### config.mk
export PLATFORM = sky130hd
export DESIGN_NAME = serial_rx_unit
export DESIGN_NICKNAME = d
export VERILOG_FILES = /design/src/rtl/srx_pkg.sv /design/src/rtl/srx_line_in.sv /design/src/rtl/srx_vote.sv /design/src/rtl/srx_holding.sv /design/src/rtl/serial_rx_unit.sv
export SDC_FILE = /design/constraint.sdc
export NUM_CORES = 1
export LEC_CHECK = 0
export ABC_AREA = 1
export BUFFER_PORTS_ARGS = -buffer_cell sky130_fd_sc_hd__buf_2
export CAP_MARGIN = 30
export CORE_MARGIN = 5
export CORE_UTILIZATION = 40
export CTS_CLUSTER_DIAMETER = 40
export DETAILED_ROUTE_END_ITERATION = 8
export PLACE_DENSITY = 0.6
export REMOVE_ABC_BUFFERS = 1
export SYNTH_ARGS = -nofsm -noshare
export SYNTH_HDL_FRONTEND = slang
export SYNTH_SLANG_ARGS = --single-unit
### constraint.sdc
create_clock -name clk -period 2.55 [get_ports clk]
set_clock_uncertainty 0.2 [all_clocks]
set_input_delay 0.1275 -clock clk [delete_from_list [all_inputs] [get_ports clk]]
set_output_delay 0.1275 -clock clk [all_outputs]
set_load 0.03 [all_outputs]
### src/rtl/srx_pkg.sv
package srx_pkg;
    localparam int DATA_W = 8;
    localparam int ERR_W  = 5;
    localparam int CNT_W  = 4;
    localparam int IDX_W  = $clog2(DATA_W);

    localparam int ERR_FRM = 4;
    localparam int ERR_PAR = 3;
    localparam int ERR_BRK = 2;
    localparam int ERR_OVR = 1;
    localparam int ERR_NSE = 0;

    typedef enum logic [2:0] {
        ST_IDLE, ST_START, ST_DATA, ST_PARITY, ST_STOP1, ST_STOP2
    } rx_state_t;

    function automatic logic [CNT_W-1:0] ovs_last(input logic [1:0] sel);
        case (sel)
            2'd1:    return CNT_W'(7);
            2'd2:    return CNT_W'(2);
            default: return CNT_W'(15);
        endcase
    endfunction

    function automatic logic [CNT_W-1:0] ovs_mid(input logic [1:0] sel);
        case (sel)
            2'd1:    return CNT_W'(4);
            2'd2:    return CNT_W'(1);
            default: return CNT_W'(8);
        endcase
    endfunction

    function automatic logic maj3(input logic [2:0] s);
        return (s[0] & s[1]) | (s[0] & s[2]) | (s[1] & s[2]);
    endfunction
endpackage

### src/rtl/srx_line_in.sv
module srx_line_in #(
    parameter int SYNC_STAGES = 2
) (
    input  logic clk,
    input  logic rst_n,
    input  logic pin,
    input  logic loop_src,
    input  logic loop_en,
    input  logic invert,
    output logic line
);
    logic raw;
    logic [SYNC_STAGES-1:0] sync_q;

    assign raw = (loop_en ? loop_src : pin) ^ invert;

    always_ff @(posedge clk or negedge rst_n) begin
        if (!rst_n) sync_q <= '1;
        else        sync_q <= {sync_q[SYNC_STAGES-2:0], raw};
    end

    assign line = sync_q[SYNC_STAGES-1];
endmodule

### src/rtl/srx_vote.sv
module srx_vote
    import srx_pkg::*;
(
    input  logic clk,
    input  logic rst_n,
    input  logic line,
    input  logic capture,
    output logic vote,
    output logic noisy
);
    logic [2:0] samp_q;
    logic [2:0] samp_now;

    assign samp_now = capture ? {samp_q[1:0], line} : samp_q;
    assign vote     = maj3(samp_now);
    assign noisy    = (|samp_now) && !(&samp_now);

    always_ff @(posedge clk or negedge rst_n) begin
        if (!rst_n)       samp_q <= 3'b111;
        else if (capture) samp_q <= samp_now;
    end
endmodule

### src/rtl/srx_holding.sv
module srx_holding
    import srx_pkg::*;
(
    input  logic              clk,
    input  logic              rst_n,
    input  logic              wr,
    input  logic [DATA_W-1:0] wr_data,
    input  logic [ERR_W-1:0]  wr_err,
    input  logic              rd,
    output logic              empty,
    output logic [DATA_W-1:0] data,
    output logic [ERR_W-1:0]  err,
    output logic [2:0]        top_err
);
    logic full_q;

    always_ff @(posedge clk or negedge rst_n) begin
        if (!rst_n) begin
            full_q <= 1'b0;
            data   <= '0;
            err    <= '0;
        end else if (wr && (!full_q || rd)) begin
            full_q <= 1'b1;
            data   <= wr_data;
            err    <= wr_err;
        end else begin
            if (wr) err[ERR_OVR] <= 1'b1;
            if (rd) full_q <= 1'b0;
        end
    end

    assign empty = !full_q;

    always_comb begin
        top_err = 3'd0;
        for (int i = 0; i < ERR_W; i++) begin
            if (err[i]) top_err = 3'(ERR_W - i);
        end
    end
endmodule

### src/rtl/serial_rx_unit.sv
module serial_rx_unit
    import srx_pkg::*;
#(
    parameter int SYNC_STAGES = 2
) (
    input  logic              clk,
    input  logic              rst_n,
    input  logic              sample_tick,
    input  logic [1:0]        ovs_sel,
    input  logic [1:0]        word_len,
    input  logic              parity_en,
    input  logic              parity_odd,
    input  logic              two_stop,
    input  logic              msb_first,
    input  logic              invert_in,
    input  logic              loop_en,
    input  logic              rx_pin,
    input  logic              tx_loop,
    input  logic              rd_en,
    input  logic              rts_en,
    output logic              rx_empty,
    output logic [DATA_W-1:0] rx_data,
    output logic [ERR_W-1:0]  rx_err,
    output logic [2:0]        rx_top_err,
    output logic              rts
);
    rx_state_t         state_q, state_d;
    logic [CNT_W-1:0]  tcnt_q, last_idx, mid_idx;
    logic [IDX_W-1:0]  bidx_q, wl_last, pos;
    logic [DATA_W-1:0] data_q;
    logic              par_q, zero_q, noise_q, frm_q, perr_q;
    logic              line, vote, noisy, capture, in_win, bit_end, start_seen;
    logic              frame_done;
    logic [ERR_W-1:0]  wr_err;

    srx_line_in #(.SYNC_STAGES(SYNC_STAGES)) u_line (
        .clk(clk), .rst_n(rst_n), .pin(rx_pin), .loop_src(tx_loop),
        .loop_en(loop_en), .invert(invert_in), .line(line)
    );

    srx_vote u_vote (
        .clk(clk), .rst_n(rst_n), .line(line), .capture(capture),
        .vote(vote), .noisy(noisy)
    );

    // timing and control outputs
    always_comb begin
        last_idx   = ovs_last(ovs_sel);
        mid_idx    = ovs_mid(ovs_sel);
        wl_last    = IDX_W'(4) + IDX_W'(word_len);
        pos        = msb_first ? (wl_last - bidx_q) : bidx_q;
        start_seen = (state_q == ST_IDLE) && sample_tick && !line;
        in_win     = (tcnt_q == mid_idx - CNT_W'(1)) || (tcnt_q == mid_idx) ||
                     (tcnt_q == mid_idx + CNT_W'(1));
        capture    = (state_q == ST_IDLE) ? (start_seen && mid_idx == CNT_W'(1))
                                          : (sample_tick && in_win);
        bit_end    = sample_tick && (state_q != ST_IDLE) && (tcnt_q == last_idx);
        frame_done = bit_end && ((state_q == ST_STOP1 && !two_stop) ||
                                 (state_q == ST_STOP2));
        wr_err          = '0;
        wr_err[ERR_FRM] = frm_q | !vote;
        wr_err[ERR_PAR] = perr_q;
        wr_err[ERR_BRK] = zero_q & !vote;
        wr_err[ERR_NSE] = noise_q | noisy;
        rts        = rts_en & rx_empty;
    end

    // next state
    always_comb begin
        state_d = state_q;
        unique case (state_q)
            ST_IDLE:   if (start_seen) state_d = ST_START;
            ST_START:  if (bit_end) state_d = vote ? ST_IDLE : ST_DATA;
            ST_DATA:   if (bit_end && bidx_q == wl_last)
                           state_d = parity_en ? ST_PARITY : ST_STOP1;
            ST_PARITY: if (bit_end) state_d = ST_STOP1;
            ST_STOP1:  if (bit_end) state_d = two_stop ? ST_STOP2 : ST_IDLE;
            ST_STOP2:  if (bit_end) state_d = ST_IDLE;
            default:   state_d = ST_IDLE;
        endcase
    end

    // state register
    always_ff @(posedge clk or negedge rst_n) begin
        if (!rst_n) state_q <= ST_IDLE;
        else        state_q <= state_d;
    end

    // frame datapath
    always_ff @(posedge clk or negedge rst_n) begin
        if (!rst_n) begin
            tcnt_q  <= '0;
            bidx_q  <= '0;
            data_q  <= '0;
            par_q   <= 1'b0;
            zero_q  <= 1'b0;
            noise_q <= 1'b0;
            frm_q   <= 1'b0;
            perr_q  <= 1'b0;
        end else if (start_seen) begin
            tcnt_q  <= CNT_W'(1);
            bidx_q  <= '0;
            data_q  <= '0;
            par_q   <= 1'b0;
            zero_q  <= 1'b1;
            noise_q <= 1'b0;
            frm_q   <= 1'b0;
            perr_q  <= 1'b0;
        end else if (sample_tick && state_q != ST_IDLE) begin
            tcnt_q <= bit_end ? '0 : tcnt_q + CNT_W'(1);
            if (bit_end) begin
                noise_q <= noise_q | noisy;
                zero_q  <= zero_q & !vote;
                case (state_q)
                    ST_DATA: begin
                        data_q[pos] <= vote;
                        par_q       <= par_q ^ vote;
                        bidx_q      <= bidx_q + IDX_W'(1);
                    end
                    ST_PARITY: perr_q <= par_q ^ vote ^ parity_odd;
                    ST_STOP1:  frm_q  <= !vote;
                    default:   ;
                endcase
            end
        end
    end

    srx_holding u_hold (
        .clk(clk), .rst_n(rst_n), .wr(frame_done), .wr_data(data_q),
        .wr_err(wr_err), .rd(rd_en), .empty(rx_empty), .data(rx_data),
        .err(rx_err), .top_err(rx_top_err)
    );
endmodule

Word-level counts from Yosys, hierarchy flattened
Index checks and enable logic that the tools add are counted.
W data, S select, Z words.
{ "totals": {"regBits": 42, "in_bits": 17, "out_inout_bits": 18, "elab_cells": 148} }
{ "classes": {"n_addsub": 6, "n_lt_le_gt_ge": 2, "n_eq_ne": 19, "n_mux": 57, "bitwise_logic": 12, "n_reduce_logical": 37} }
{ "ops": {"columns": ["cell", "count"], "rows": [
  ["$mux W3", 19],
  ["$mux W8", 4],
  ["$mux W1", 25],
  ["$pmux W3 S6", 1],
  ["$eq A4 B4 Y1", 4],
  ["$pmux W4 S2", 2],
  ["$reduce_bool A2 Y1", 7],
  ["$logic_and A1 B1 Y1", 12],
  ["$mux W4", 3],
  ["$ne A2 B2 Y1 const B", 6],
  ["$reduce_and A3 Y1", 4],
  ["$add A4 B1 Y4 const B", 2],
  ["$bwmux W8", 1],
  ["$eq A3 B2 Y1 const B", 2],
  ["$eq A3 B3 Y1 const B", 2],
  ["$reduce_and A6 Y1", 1],
  ["$and A1 B1 Y1", 5],
  ["$logic_not A1 Y1", 5],
  ["$eq A4 B1 Y1 const B", 1],
  ["$logic_or A1 B1 Y1", 4],
  ["$lt A3 B4 Y1 const B", 1],
  ["$or A1 B1 Y1", 4],
  ["$sub A4 B1 Y4 const B", 1],
  ["$add A3 B1 Y3 const B", 1],
  ["14 further kinds", 16]
]} }

Depth between registers and ports, before layout
{ "depth": {"word_depth": 18, "mapped_depth": 19, "depth_no_buf": 19} }

Cells and area by module
From an unflattened synthesis, not the netlist that was laid out.
{ "unflattened": {"cells_unflattened": 355, "hier_area_um2": 2681.3} }
{ "by_module_without_submodules": {"columns": ["module", "n_inst", "cells_per_inst", "area_each_um2", "seq_area_each_um2"], "rows": [
  ["serial_rx_unit", 1, 235, 1705.4, 575.6],
  ["srx_holding", 1, 76, 671.9, 350.3],
  ["srx_vote", 1, 31, 207.7, 78.8],
  ["srx_line_in", 1, 13, 96.3, 52.6]
]} }

Least setup slack after synthesis
OpenSTA, ideal clock, no wires.
{ "synth_timing": {"path_kind": "register to register", "from": "register bidx_q[0]", "to": "register data_q[7]", "setup_time_ps": 73, "arrival_time_ps": 1973, "required_ps": 2277, "slack_ps": 303, "path_stages_with_launch": 10, "n_path_buf": 0, "period_less_slack_ps": 2247, "cell_sequence": "dfrtp_1 ha_1 inv_1 fa_1 nand2_1 o21ai_0 inv_1 nor4_1 o21ai_0 a21oi_2"} }
{ "synth_between": {"elab_chain_cells": 11, "elab_cells_between_ends": 12, "classes_between": "add/sub (1); order compare (2); mux (8); reduce/logical (1)"} }
{ "synth_lines": {"columns": ["element", "line", "text"], "rows": [
  ["from (decl)", "serial_rx_unit.sv:29", "logic [IDX_W-1:0] bidx_q, wl_last, pos;"],
  ["from (signal assigned)", "serial_rx_unit.sv:118", "bidx_q <= bidx_q + IDX_W'(1);"],
  ["$sub A3 B3 Y3", "serial_rx_unit.sv:51", "pos = msb_first ? (wl_last - bidx_q) : bidx_q;"],
  ["$mux W3 *", "serial_rx_unit.sv:51", null],
  ["$lt A3 B4 Y1 (not written as such) / $ge A3 B1 Y1 (equally long branches)", "serial_rx_unit.sv:116", "data_q[pos] <= vote;"],
  ["$logic_and A1 B1 Y1 (not written as such)", "serial_rx_unit.sv:116", null],
  ["$mux W1 (not written as such)", "serial_rx_unit.sv:116", null],
  ["$demux W1 S3 *", "serial_rx_unit.sv:116", null],
  ["$bwmux W8 *", "serial_rx_unit.sv:116", null],
  ["$mux W8 *", "serial_rx_unit.sv:114", "case (state_q)"],
  ["$mux W8 *", "serial_rx_unit.sv:111", "if (bit_end) begin"],
  ["$mux W8 *", "serial_rx_unit.sv:109", "end else if (sample_tick && state_q != ST_IDLE) begin"],
  ["$mux W8 *", "serial_rx_unit.sv:100", "end else if (start_seen) begin"],
  ["to (signal, indexed assignment)", "serial_rx_unit.sv:116", null],
  ["to (decl)", "serial_rx_unit.sv:30", "logic [DATA_W-1:0] data_q;"]
]} }
Every way passes the cells marked *; elsewhere a longest branch is shown, timed or not. The select of a mux whose other input is x is not followed.
A chain may end at the register's enable or synchronous reset.

Worst setup path in the final report
Same ends and word-level chain as after synthesis.

==> flow_metrics.env <==
export IMPL_combPwrFrac_pct=38.7
export IMPL_ys_seq_area_share_pct=44.8
export IMPL_grt_overflow=0
export IMPL_end_kind="register"
export IMPL_ys_async_sr_fraction_pct=100
export IMPL_start_util_pct=40.6
export IMPL_timing_fmax_mhz=408
export IMPL_cts_buffers=5
export IMPL_final_area_sq_um=2860
export IMPL_synth_xor_area_share_pct=1.48
export IMPL_ir_worst_vdd_mv=0.417
export IMPL_p_sw_uw=1010
export IMPL_ys_top_cells_by_area="dfrtp_1 (39%), nand2_1 (12%), dfstp_2 (5.6%)"
export IMPL_grt_pass1_vias=1850
export IMPL_n_antenna_cell=0
export IMPL_maxCapViolCount=0
export IMPL_grt_max_degree=43
export IMPL_gp_congestion=0.834
export IMPL_synth_largest_area_cell="dfrtp_1"
export IMPL_p_clk_share_pct=25.3
export IMPL_yosys_area_share_simple_pct=29.3
export IMPL_fp_row_count=28
export IMPL_track_usage_pct=13.9
export IMPL_wl_mm=4.95
export IMPL_dr_pass1_iters=4
export IMPL_worst_setup_path_type="register to register"
export IMPL_power_leakage_uw=0.00149
export IMPL_dieArea_sq_um=7540
export IMPL_area_delta_synth_final_pct=21.1
export IMPL_drive_gt1_share_pct=25.2
export IMPL_nNetsFinal=361
export IMPL_power_per_cell_area_nw_per_um2=887
export IMPL_path_clk_slew_ns=0.09
export IMPL_die_x_um=86.8
export IMPL_drc_errors=0
export IMPL_cts_tree="built"
export IMPL_worstPathRequired_ns=2.59
export IMPL_ys_warn_count=0
export IMPL_tns_ns=0
export IMPL_die_h_um=86.8
export IMPL_status="completed"
export IMPL_min_period_over_period_pct=96.2
export IMPL_io_pins=35
export IMPL_dp_hpwl_mm=3.65
export IMPL_core_area_sq_um=5820
export IMPL_drt_initial_drc_count=175
export IMPL_wl_per_cell_um=12.0
export IMPL_worst_ep_arrival_time_ns=2.49
export IMPL_drtAntennaViolNets=0
export IMPL_seq_power_share_pct=36.0
export IMPL_synth_top_family_by_area="simple AND/OR/NAND/NOR gates"
export IMPL_worstMarginPinSlew_ns=0.719
export IMPL_clock_latency_ns=0.30
export IMPL_synth_compound_area_share_pct=11.6
export IMPL_cts_sinks=42
export IMPL_ys_ff_latch=42
export IMPL_drv_slew=0
export IMPL_via_per_inst=4.80
export IMPL_setup_violations=0
export IMPL_h_tree_depth=2
export IMPL_swShare_pct=40.0
export IMPL_avgSynthCellArea_sq_um=8.11
export IMPL_relSlewSlack_pct=51.6
export IMPL_vias=1976
export IMPL_fin_crit_ns=2.45
export IMPL_hold_path_class="input port to register"
export IMPL_synthAdderAreaFrac_pct=4.56
export IMPL_antenna_found_initial=0
export IMPL_netlist_area_sq_um=2360
export IMPL_yosys_cell_count_top_type="nand2_1"
export IMPL_synthFlopType="dfrtp_1"
export IMPL_cts_max_path_buffers=2
export IMPL_synthCells=291
export IMPL_finalHoldViolCount=0
export IMPL_io_buffers=34
export IMPL_intPower_uw=1520
export IMPL_placement_cell_area_sq_um=2620
export IMPL_crit_path_start_kind="register"
export IMPL_path_max_fanout=5
export IMPL_synth_edf_count=0
export IMPL_synth_top_area_share_pct=39.2
export IMPL_root_buffer="clkbuf_8"
export IMPL_rsz0062_at_grt="true"
export IMPL_grt_pass1_wl_mm=8.36
export IMPL_synth_mux_area_share_pct=0.424
export IMPL_ys_types=34
export IMPL_power_uw=2540
export IMPL_netlist_top_cells_count="nand2_1 (77), dfrtp_1 (37), inv_1 (35)"
## routing by layer
layer  GRT usage (%)  part of all wire [%]  up-vias
met5               0                     0        -
li1                -                     -     1023
met2            21.1                    43       39
met3            3.42                   5.5        5
met4            5.10                   1.3        0
met1            19.2                    50      909
## area by class of cell
type / instances / area (sq um)
clock buffers: 5 / 68.8
flip-flops and latches: 42 / 1060
repair buffers: 44 / 278
clock inverters: 3 / 68.8
inverters: 40 / 150
well taps: 75 / 93.8
fillers: 597 / 2960
multi-input cells: 203 / 1140
## worst max-delay path, stage by stage, from the launching register on
cell and delay [ns]:
dfrtp_1 0.40, ha_1 0.16, inv_1 0.05, fa_1 0.47, nand2_1 0.05, o21ai_0 0.21, inv_1 0.23, nor4_2 0.38
o21ai_0 0.15, a21oi_2 0.11
## registers in the layout, summed over array words and instances (netlist names)
name / count
bidx_q: 3
data_q: 8
frm_q: 1
noise_q: 1
par_q: 1
perr_q: 1
state_q: 3
tcnt_q: 4
u_hold.data: 8
u_hold.err: 5
u_hold.full_q: 1
u_line.sync_q: 2
u_vote.samp_q: 3
zero_q: 1
## kinds of logic after synthesis
kind of cell / after synthesis
AOI/OAI and AO/OA: 47
muxes: 1
buffers and inverters: 46
DFF: 42
adders and majority gates: 8
and+or+nand+nor: 143
xor gates and xnor gates: 4
## per-stage QoR
stage | hold WS, ns | setup slack (ns) | util [%] | cells
final | 0.00176 | 0.0967 | 49.2 | 412
after detailed placement | 0.101 | 0.120 | 45.1 | 398
after floorplan | -0.368 | 0.301 | - | 285
after global routing | 0.0336 | -0.0850 | 49.2 | 412
after global placement | 0.0878 | 0.195 | 45.1 | 398
after CTS | 0.00383 | 0.0931 | 48.3 | 411
## worst paths after layout
path,slack (ns),start,endpoint,depth (start not counted)
setup reg to reg,0.1,bidx_q[0],data_q[7],9
hold / removal,0.002,sample_tick,tcnt_q[0],4
max in group asynchronous,1.45,rst_n,u_vote.samp_q[0],3
hold reg to reg,0.16,u_line.sync_q[0],u_line.sync_q[1],0
min in group asynchronous,0.13,rst_n,u_hold.data[4],2
setup / recovery,0.1,bidx_q[0],data_q[7],9
## power by group through the flow
stage,logic [uW],clock network [uW],registers [uW]
floorplan,741,0,914
global placement,954,0,920
detailed placement,966,0,923
CTS,978,659,910
global route,1120,684,933
finish,982,643,912
## layout by cell type (no fill, tap or decap), types with 6 or more instances in the layout
cell type / n
a21oi_1: 15
o21ai_0: 19
nand2_1: 77
ha_1: 7
nand2_2: 6
nand2_4: 6
nor2_1: 20
nand3_1: 19
inv_1: 35
buf_2: 34
dfrtp_1: 37
## timing repair
item | in CTS | in global routing
hold buffers | 5 | 0
gates resized for setup | 0 | 4
endpoints found under the hold margin | 40 | 0
setup buffers | 0 | 0
endpoints found under the setup margin | 0 | 4
Note: power is estimated with default switching activity, not from simulation.
